## config.mk

```make
export PLATFORM = sky130hd
export DESIGN_NAME = opcode_decoder
export DESIGN_NICKNAME = d
export VERILOG_FILES = /design/src/rtl/opdec_pkg.sv /design/src/rtl/opdec_class.sv /design/src/rtl/opdec_variant.sv /design/src/rtl/opdec_length.sv /design/src/rtl/opcode_decoder.sv
export SDC_FILE = /design/constraint.sdc
export NUM_CORES = 1
export LEC_CHECK = 0
export BUFFER_PORTS_ARGS = -buffer_cell sky130_fd_sc_hd__buf_2
export CAP_MARGIN = 0
export CORE_MARGIN = 2
export CORE_UTILIZATION = 30
export DETAILED_ROUTE_END_ITERATION = 12
export PLACE_DENSITY_LB_ADDON = 0.2
export SETUP_SLACK_MARGIN = 0.4
export SYNTH_ARGS = -nofsm -noshare
export SYNTH_HDL_FRONTEND = slang
export SYNTH_HIERARCHICAL = 1
export SYNTH_SLANG_ARGS = --single-unit
```

## constraint.sdc

```tcl
create_clock -name vclk -period 12.7
set_clock_uncertainty 0.05 [all_clocks]
set_input_delay 2.54 -clock vclk [all_inputs]
set_output_delay 2.54 -clock vclk [all_outputs]
set_load 0.02 [all_outputs]
```

## src/rtl/opdec_pkg.sv

```systemverilog
// Package: shared widths and code types for the opcode decoder.
// Assumes an 8-bit opcode split into two equal nibbles.
package opdec_pkg;
    localparam int OPC_W = 8;
    localparam int NIB_W = OPC_W / 2;
    localparam int LEN_W = 2;
    localparam int REG_W = 2;

    typedef enum logic [3:0] {
        CL_NOP = 4'd0, CL_MOV = 4'd1, CL_LOAD = 4'd2, CL_STORE = 4'd3,
        CL_ALU = 4'd4, CL_SHIFT = 4'd5, CL_CMP = 4'd6, CL_JUMP = 4'd7,
        CL_RET = 4'd8, CL_HALT = 4'd9
    } iclass_e;

    typedef enum logic [2:0] {
        AM_NONE = 3'd0, AM_REG = 3'd1, AM_IMM8 = 3'd2, AM_ZP_IDX = 3'd3,
        AM_ZP_IMM = 3'd4, AM_ABS_IDX = 3'd5, AM_ABS_IMM = 3'd6
    } amode_e;

    typedef enum logic [3:0] {
        FN_PASS = 4'd0, FN_ADD = 4'd1, FN_ADC = 4'd2, FN_SUB = 4'd3,
        FN_SBB = 4'd4, FN_AND = 4'd5, FN_OR = 4'd6, FN_XOR = 4'd7,
        FN_SHR = 4'd8
    } alu_fn_e;
endpackage

```

## src/rtl/opdec_class.sv

```systemverilog
// Module: maps the upper nibble to class and ALU function, and says
// whether that class demands a zero lower nibble. Assumes NIB_W = 4.
module opdec_class
    import opdec_pkg::*;
(
    input  logic [NIB_W-1:0] hi_i,
    output iclass_e          cls_o,
    output alu_fn_e          fn_o,
    output logic             zero_lo_o
);
    // Base operation lookup from the upper nibble.
    always_comb begin
        cls_o     = CL_NOP;
        fn_o      = FN_PASS;
        zero_lo_o = 1'b0;
        case (hi_i)
            4'h0: begin cls_o = CL_NOP;   zero_lo_o = 1'b1; end
            4'h1: begin cls_o = CL_MOV;   zero_lo_o = 1'b1; end
            4'h2: cls_o = CL_LOAD;
            4'h3: cls_o = CL_STORE;
            4'h4: begin cls_o = CL_ALU; fn_o = FN_ADD; end
            4'h5: begin cls_o = CL_ALU; fn_o = FN_ADC; end
            4'h6: begin cls_o = CL_ALU; fn_o = FN_SUB; end
            4'h7: begin cls_o = CL_ALU; fn_o = FN_SBB; end
            4'h8: begin cls_o = CL_ALU; fn_o = FN_AND; end
            4'h9: begin cls_o = CL_ALU; fn_o = FN_OR;  end
            4'hA: begin cls_o = CL_ALU; fn_o = FN_XOR; end
            4'hB: begin cls_o = CL_SHIFT; fn_o = FN_SHR; zero_lo_o = 1'b1; end
            4'hC: begin cls_o = CL_CMP; fn_o = FN_SUB; end
            4'hD: cls_o = CL_JUMP;
            4'hE: begin cls_o = CL_RET;  zero_lo_o = 1'b1; end
            default: begin cls_o = CL_HALT; zero_lo_o = 1'b1; end
        endcase
    end
endmodule

```

## src/rtl/opdec_variant.sv

```systemverilog
// Module: decodes the lower nibble within a class into mode, condition,
// legality, count of named registers and immediate byte count.
// Assumes the class has already been taken from the upper nibble.
module opdec_variant
    import opdec_pkg::*;
(
    input  iclass_e          cls_i,
    input  logic [NIB_W-1:0] lo_i,
    input  logic             zero_lo_i,
    output amode_e           mode_o,
    output logic [2:0]       cond_o,
    output logic             legal_o,
    output logic [REG_W-1:0] nregs_o,
    output logic [LEN_W-1:0] immb_o
);
    // Per-class sub-decode of the lower nibble.
    always_comb begin
        mode_o  = AM_NONE;
        cond_o  = 3'd0;
        legal_o = 1'b1;
        nregs_o = '0;
        case (cls_i)
            CL_MOV, CL_SHIFT: begin mode_o = AM_REG; nregs_o = 2'd2; end
            CL_LOAD: begin
                case (lo_i)
                    4'h0: begin mode_o = AM_IMM8;    nregs_o = 2'd1; end
                    4'h1: begin mode_o = AM_ZP_IDX;  nregs_o = 2'd2; end
                    4'h2: begin mode_o = AM_ZP_IMM;  nregs_o = 2'd1; end
                    4'h3: begin mode_o = AM_ABS_IDX; nregs_o = 2'd3; end
                    4'h4: begin mode_o = AM_ABS_IMM; nregs_o = 2'd1; end
                    default: legal_o = 1'b0;
                endcase
            end
            CL_STORE: begin
                case (lo_i)
                    4'h0: begin mode_o = AM_ZP_IDX;  nregs_o = 2'd2; end
                    4'h1: begin mode_o = AM_ZP_IMM;  nregs_o = 2'd1; end
                    4'h2: begin mode_o = AM_ABS_IDX; nregs_o = 2'd3; end
                    4'h3: begin mode_o = AM_ABS_IMM; nregs_o = 2'd1; end
                    default: legal_o = 1'b0;
                endcase
            end
            CL_ALU, CL_CMP: begin
                if (lo_i == 4'h0) begin
                    mode_o  = AM_REG;
                    nregs_o = (cls_i == CL_CMP) ? 2'd2 : 2'd3;
                end else if (lo_i == 4'h1) begin
                    mode_o  = AM_IMM8;
                    nregs_o = (cls_i == CL_CMP) ? 2'd1 : 2'd2;
                end else begin
                    legal_o = 1'b0;
                end
            end
            CL_JUMP: begin
                cond_o  = lo_i[3:1];
                mode_o  = lo_i[0] ? AM_ABS_IMM : AM_ABS_IDX;
                nregs_o = lo_i[0] ? 2'd0 : 2'd2;
            end
            default: ;
        endcase
        if (zero_lo_i && (lo_i != '0))
            legal_o = 1'b0;
    end

    // Immediate bytes implied by the addressing mode.
    always_comb begin
        case (mode_o)
            AM_IMM8, AM_ZP_IMM: immb_o = 2'd1;
            AM_ABS_IMM:         immb_o = 2'd2;
            default:            immb_o = 2'd0;
        endcase
    end
endmodule

```

## src/rtl/opdec_length.sv

```systemverilog
// Module: operand byte count = ceil(registers / 2) + immediate bytes.
// Assumes the sum never exceeds the LEN_W range (3 for the defaults).
module opdec_length
    import opdec_pkg::*;
(
    input  logic [REG_W-1:0] nregs_i,
    input  logic [LEN_W-1:0] immb_i,
    output logic [LEN_W-1:0] bytes_o
);
    localparam int SUM_W = (REG_W > LEN_W ? REG_W : LEN_W) + 1;
    logic [SUM_W-1:0] reg_bytes;
    logic [SUM_W-1:0] total;

    // Two register indices share one specifier byte.
    always_comb begin
        reg_bytes = (SUM_W'(nregs_i) + SUM_W'(1)) >> 1;
        total     = reg_bytes + SUM_W'(immb_i);
        bytes_o   = total[LEN_W-1:0];
    end
endmodule

```

## src/rtl/opcode_decoder.sv

```systemverilog
// Module: top of the opcode decoder. Purely combinational; an illegal
// opcode forces every field to the no-operation value.
// Assumes the opcode is stable while its fields are consumed.
module opcode_decoder
    import opdec_pkg::*;
(
    input  logic [7:0] opcode_i,
    output logic [3:0] iclass_o,
    output logic [2:0] amode_o,
    output logic [3:0] alu_op_o,
    output logic [2:0] cond_o,
    output logic [1:0] operand_bytes_o,
    output logic       illegal_o
);
    iclass_e          cls;
    alu_fn_e          fn;
    amode_e           mode;
    logic             zero_lo;
    logic             legal;
    logic [2:0]       cond;
    logic [REG_W-1:0] nregs;
    logic [LEN_W-1:0] immb;
    logic [LEN_W-1:0] nbytes;

    opdec_class u_class (
        .hi_i      (opcode_i[OPC_W-1:NIB_W]),
        .cls_o     (cls),
        .fn_o      (fn),
        .zero_lo_o (zero_lo)
    );

    opdec_variant u_variant (
        .cls_i     (cls),
        .lo_i      (opcode_i[NIB_W-1:0]),
        .zero_lo_i (zero_lo),
        .mode_o    (mode),
        .cond_o    (cond),
        .legal_o   (legal),
        .nregs_o   (nregs),
        .immb_o    (immb)
    );

    opdec_length u_length (
        .nregs_i (nregs),
        .immb_i  (immb),
        .bytes_o (nbytes)
    );

    // Output masking: illegal opcodes present as no-operation.
    always_comb begin
        illegal_o       = ~legal;
        iclass_o        = legal ? cls    : CL_NOP;
        amode_o         = legal ? mode   : AM_NONE;
        alu_op_o        = legal ? fn     : FN_PASS;
        cond_o          = legal ? cond   : 3'd0;
        operand_bytes_o = legal ? nbytes : 2'd0;
    end
endmodule

```

==> results.md <==
* GRT Overall Usage at 12.8%
* Worst-Margin Slew at 0.759 ns
* Total Power at 29.0 uW
* CP Capture Type: primary output
* Post-Synthesis Cells at 101
* Yosys cell types at 42
* Sum Neg Setup Slack at 0 ns
* First-pass GRT wire length at 2.85 mm
* Critical path fanouts, max at 13
* IO Count at 25
* Fill count at 245
* Area of the multi-input gates at 616 um^2
* Layout cells sized above 1 at 41.4%
* Most common cell after layout, fill and taps aside: buf_2
* Slew headroom at 49.2%
* FFs & Latches at 0
* Dpl cells at 144
* DRC violations left at 0
* Synthesized area per cell at 6.88 um^2
* Largest net degree at the start of global routing at 18
* Starting Density at 31.7%
* Critical Path RT at 10.11 ns
* Number of port buffers at 25
* Row cnt at 17
* DRT antenna net count at 0
* P_leak at 0.000390 uW
* Hold Path Class: input port to primary output
* Setup violators final at 0
* Diode count at 0
* Tcrit/Tclk final at 64.2%
* First drt pass iteration count at 4
* Core Area at 2190 um^2
* Fin crit period at 8.16 ns
* Chip Width at 52.1 um
* Detailed Route Iter0 Violations at 17
* Most frequent cells in the layout: 25 x buf_2, 12 x and2_2, 10 x nor2_1
* HP Start: opcode_i[4]
* Post_cts resized at 0
* Fmax at 123 MHz
* Syn Std Cell Area at 694 um^2
* Nets at 128
* Area contributors post-synth: and2_2 13%, and2_1 5.4%, nor2_1 5.4%
* Hold path depth at 4
* Vias in the first global route at 669
* Run status: completed
* Worst EP arrival at 5.57 ns
* Hold EP: alu_op_o[0]
* Gpl congestion at 0.822
* Via-per-instance ratio at 5.24
* RSZ-0062 raised after global routing: false
* Initial antenna violation count at 0
* Share of the yosys chip area belonging to registers at 0%
* Max VDD drop at 0.0199 mV
* Final Hold Vio Count at 0
* Cell taking the most area after synthesis: and2_2
* FF/Latch Area at 0 um^2
* CTS Hold Bufs at 0
* Area Growth Syn to Fin at 13.3%
* Buffer count from post-CTS setup fixing at 0
* Die Area at 2720 um^2
* Gr ovfl total at 0
* Synth warnings at 6
* Routed len/inst at 12.0 um
* Cell Pwr Density at 36.8 nW/um^2
* Slew Viols, Final at 0
* Post-Route WL at 1.73 mm
* Clock buffers at 0
* Critical path class: input port to primary output
* Crit path launch type: input port
* Layout Cells excl Fill at 144
* Share of the synthesized area in the top cell type at 13.0%
* Post-Syn Nets at 111
* Vias at 755
* Die Ht at 52.1 um
* Post-DP HPWL at 1.27 mm
* Max Cap Viol at 0
* Core Util, Final at 35.9%
==> metrics by stage <==
stage	setup WS, ns	instance area (um^2)	hold WS, ns
floorplan	5.05	694	5.27
global placement	4.67	787	5.56
detailed placement	4.55	787	5.56
global route	4.28	787	5.59
finish	4.54	787	5.56
CTS	4.55	787	5.56
==> logic make-up (layout without fill, tap and decap cells) <==
| logic type | Yosys count | count (layout) | share of synthesized area [%] |
|---|---|---|---|
| buffers and inverters | 13 | 28 | 11.4 |
| xor gates and xnor gates | 4 | 4 | 7.21 |
| AOI/OAI and AO/OA | 21 | 21 | 22.0 |
| muxes | 3 | 3 | 4.68 |
| and+or+nand+nor | 58 | 58 | 51.2 |
| adders and majority gates | 2 | 2 | 3.60 |
==> power by group <==
group	switching [uW]	internal (uW)	total, uW
Sequential	0	0	0
Combinational	18.0	11.0	29.0
Clock	0	0	0
Total	18.0	11.0	29.0
==> worst max-delay path by stage <==
stage	slack, ns	to	start
6_report	4.54	operand_bytes_o[1]	opcode_i[6]
5_1_grt	4.28	operand_bytes_o[1]	opcode_i[6]
3_3_place_gp	4.67	operand_bytes_o[1]	opcode_i[6]
4_1_cts	4.55	operand_bytes_o[1]	opcode_i[6]
3_5_place_dp	4.55	operand_bytes_o[1]	opcode_i[6]
2_1_floorplan	5.05	operand_bytes_o[1]	opcode_i[6]
==> synth_stat cells (2+ instances only) <==
library cell	n
clkbuf_1	3
a21oi_2	2
nor2b_1	2
nor3b_1	2
buf_6	3
o21ai_0	6
nand2_1	6
a21oi_1	3
buf_2	3
and2_1	6
ha_1	2
nand2b_1	2
and2_2	12
inv_1	3
nand3_1	3
and3_1	3
mux2_2	2
xnor2_1	3
nor2_1	10
nand4_1	3
==> critical path: stages <==
cell	delay [ns]
buf_2	0.14
and3_2	0.29
nor2_1	0.61
nor3b_1	0.21
mux2_2	0.32
a22oi_1	0.21
o21ai_0	0.11
ha_1	0.28
ha_1	0.18
xor3_1	0.34
and2_2	0.19
buf_2	0.15
==> cell type report <==
| class | instances | area share (%) |
|---|---|---|
| timing repair buffer | 25 | 15.9 |
| tap | 28 | 4.45 |
| multi-input combinational | 88 | 78.2 |
| inverter | 3 | 1.43 |
==> layer usage <==
layer  global-route usage [%]  up-vias  wire (um)
met3                    0.575        3         86
li1                         -      384          -
met1                     16.8      339        773
met4                     2.63        0          8
met5                        0        -          0
met2                     23.0       29        859
No activity file was read; power rests on OpenSTA's default activity.
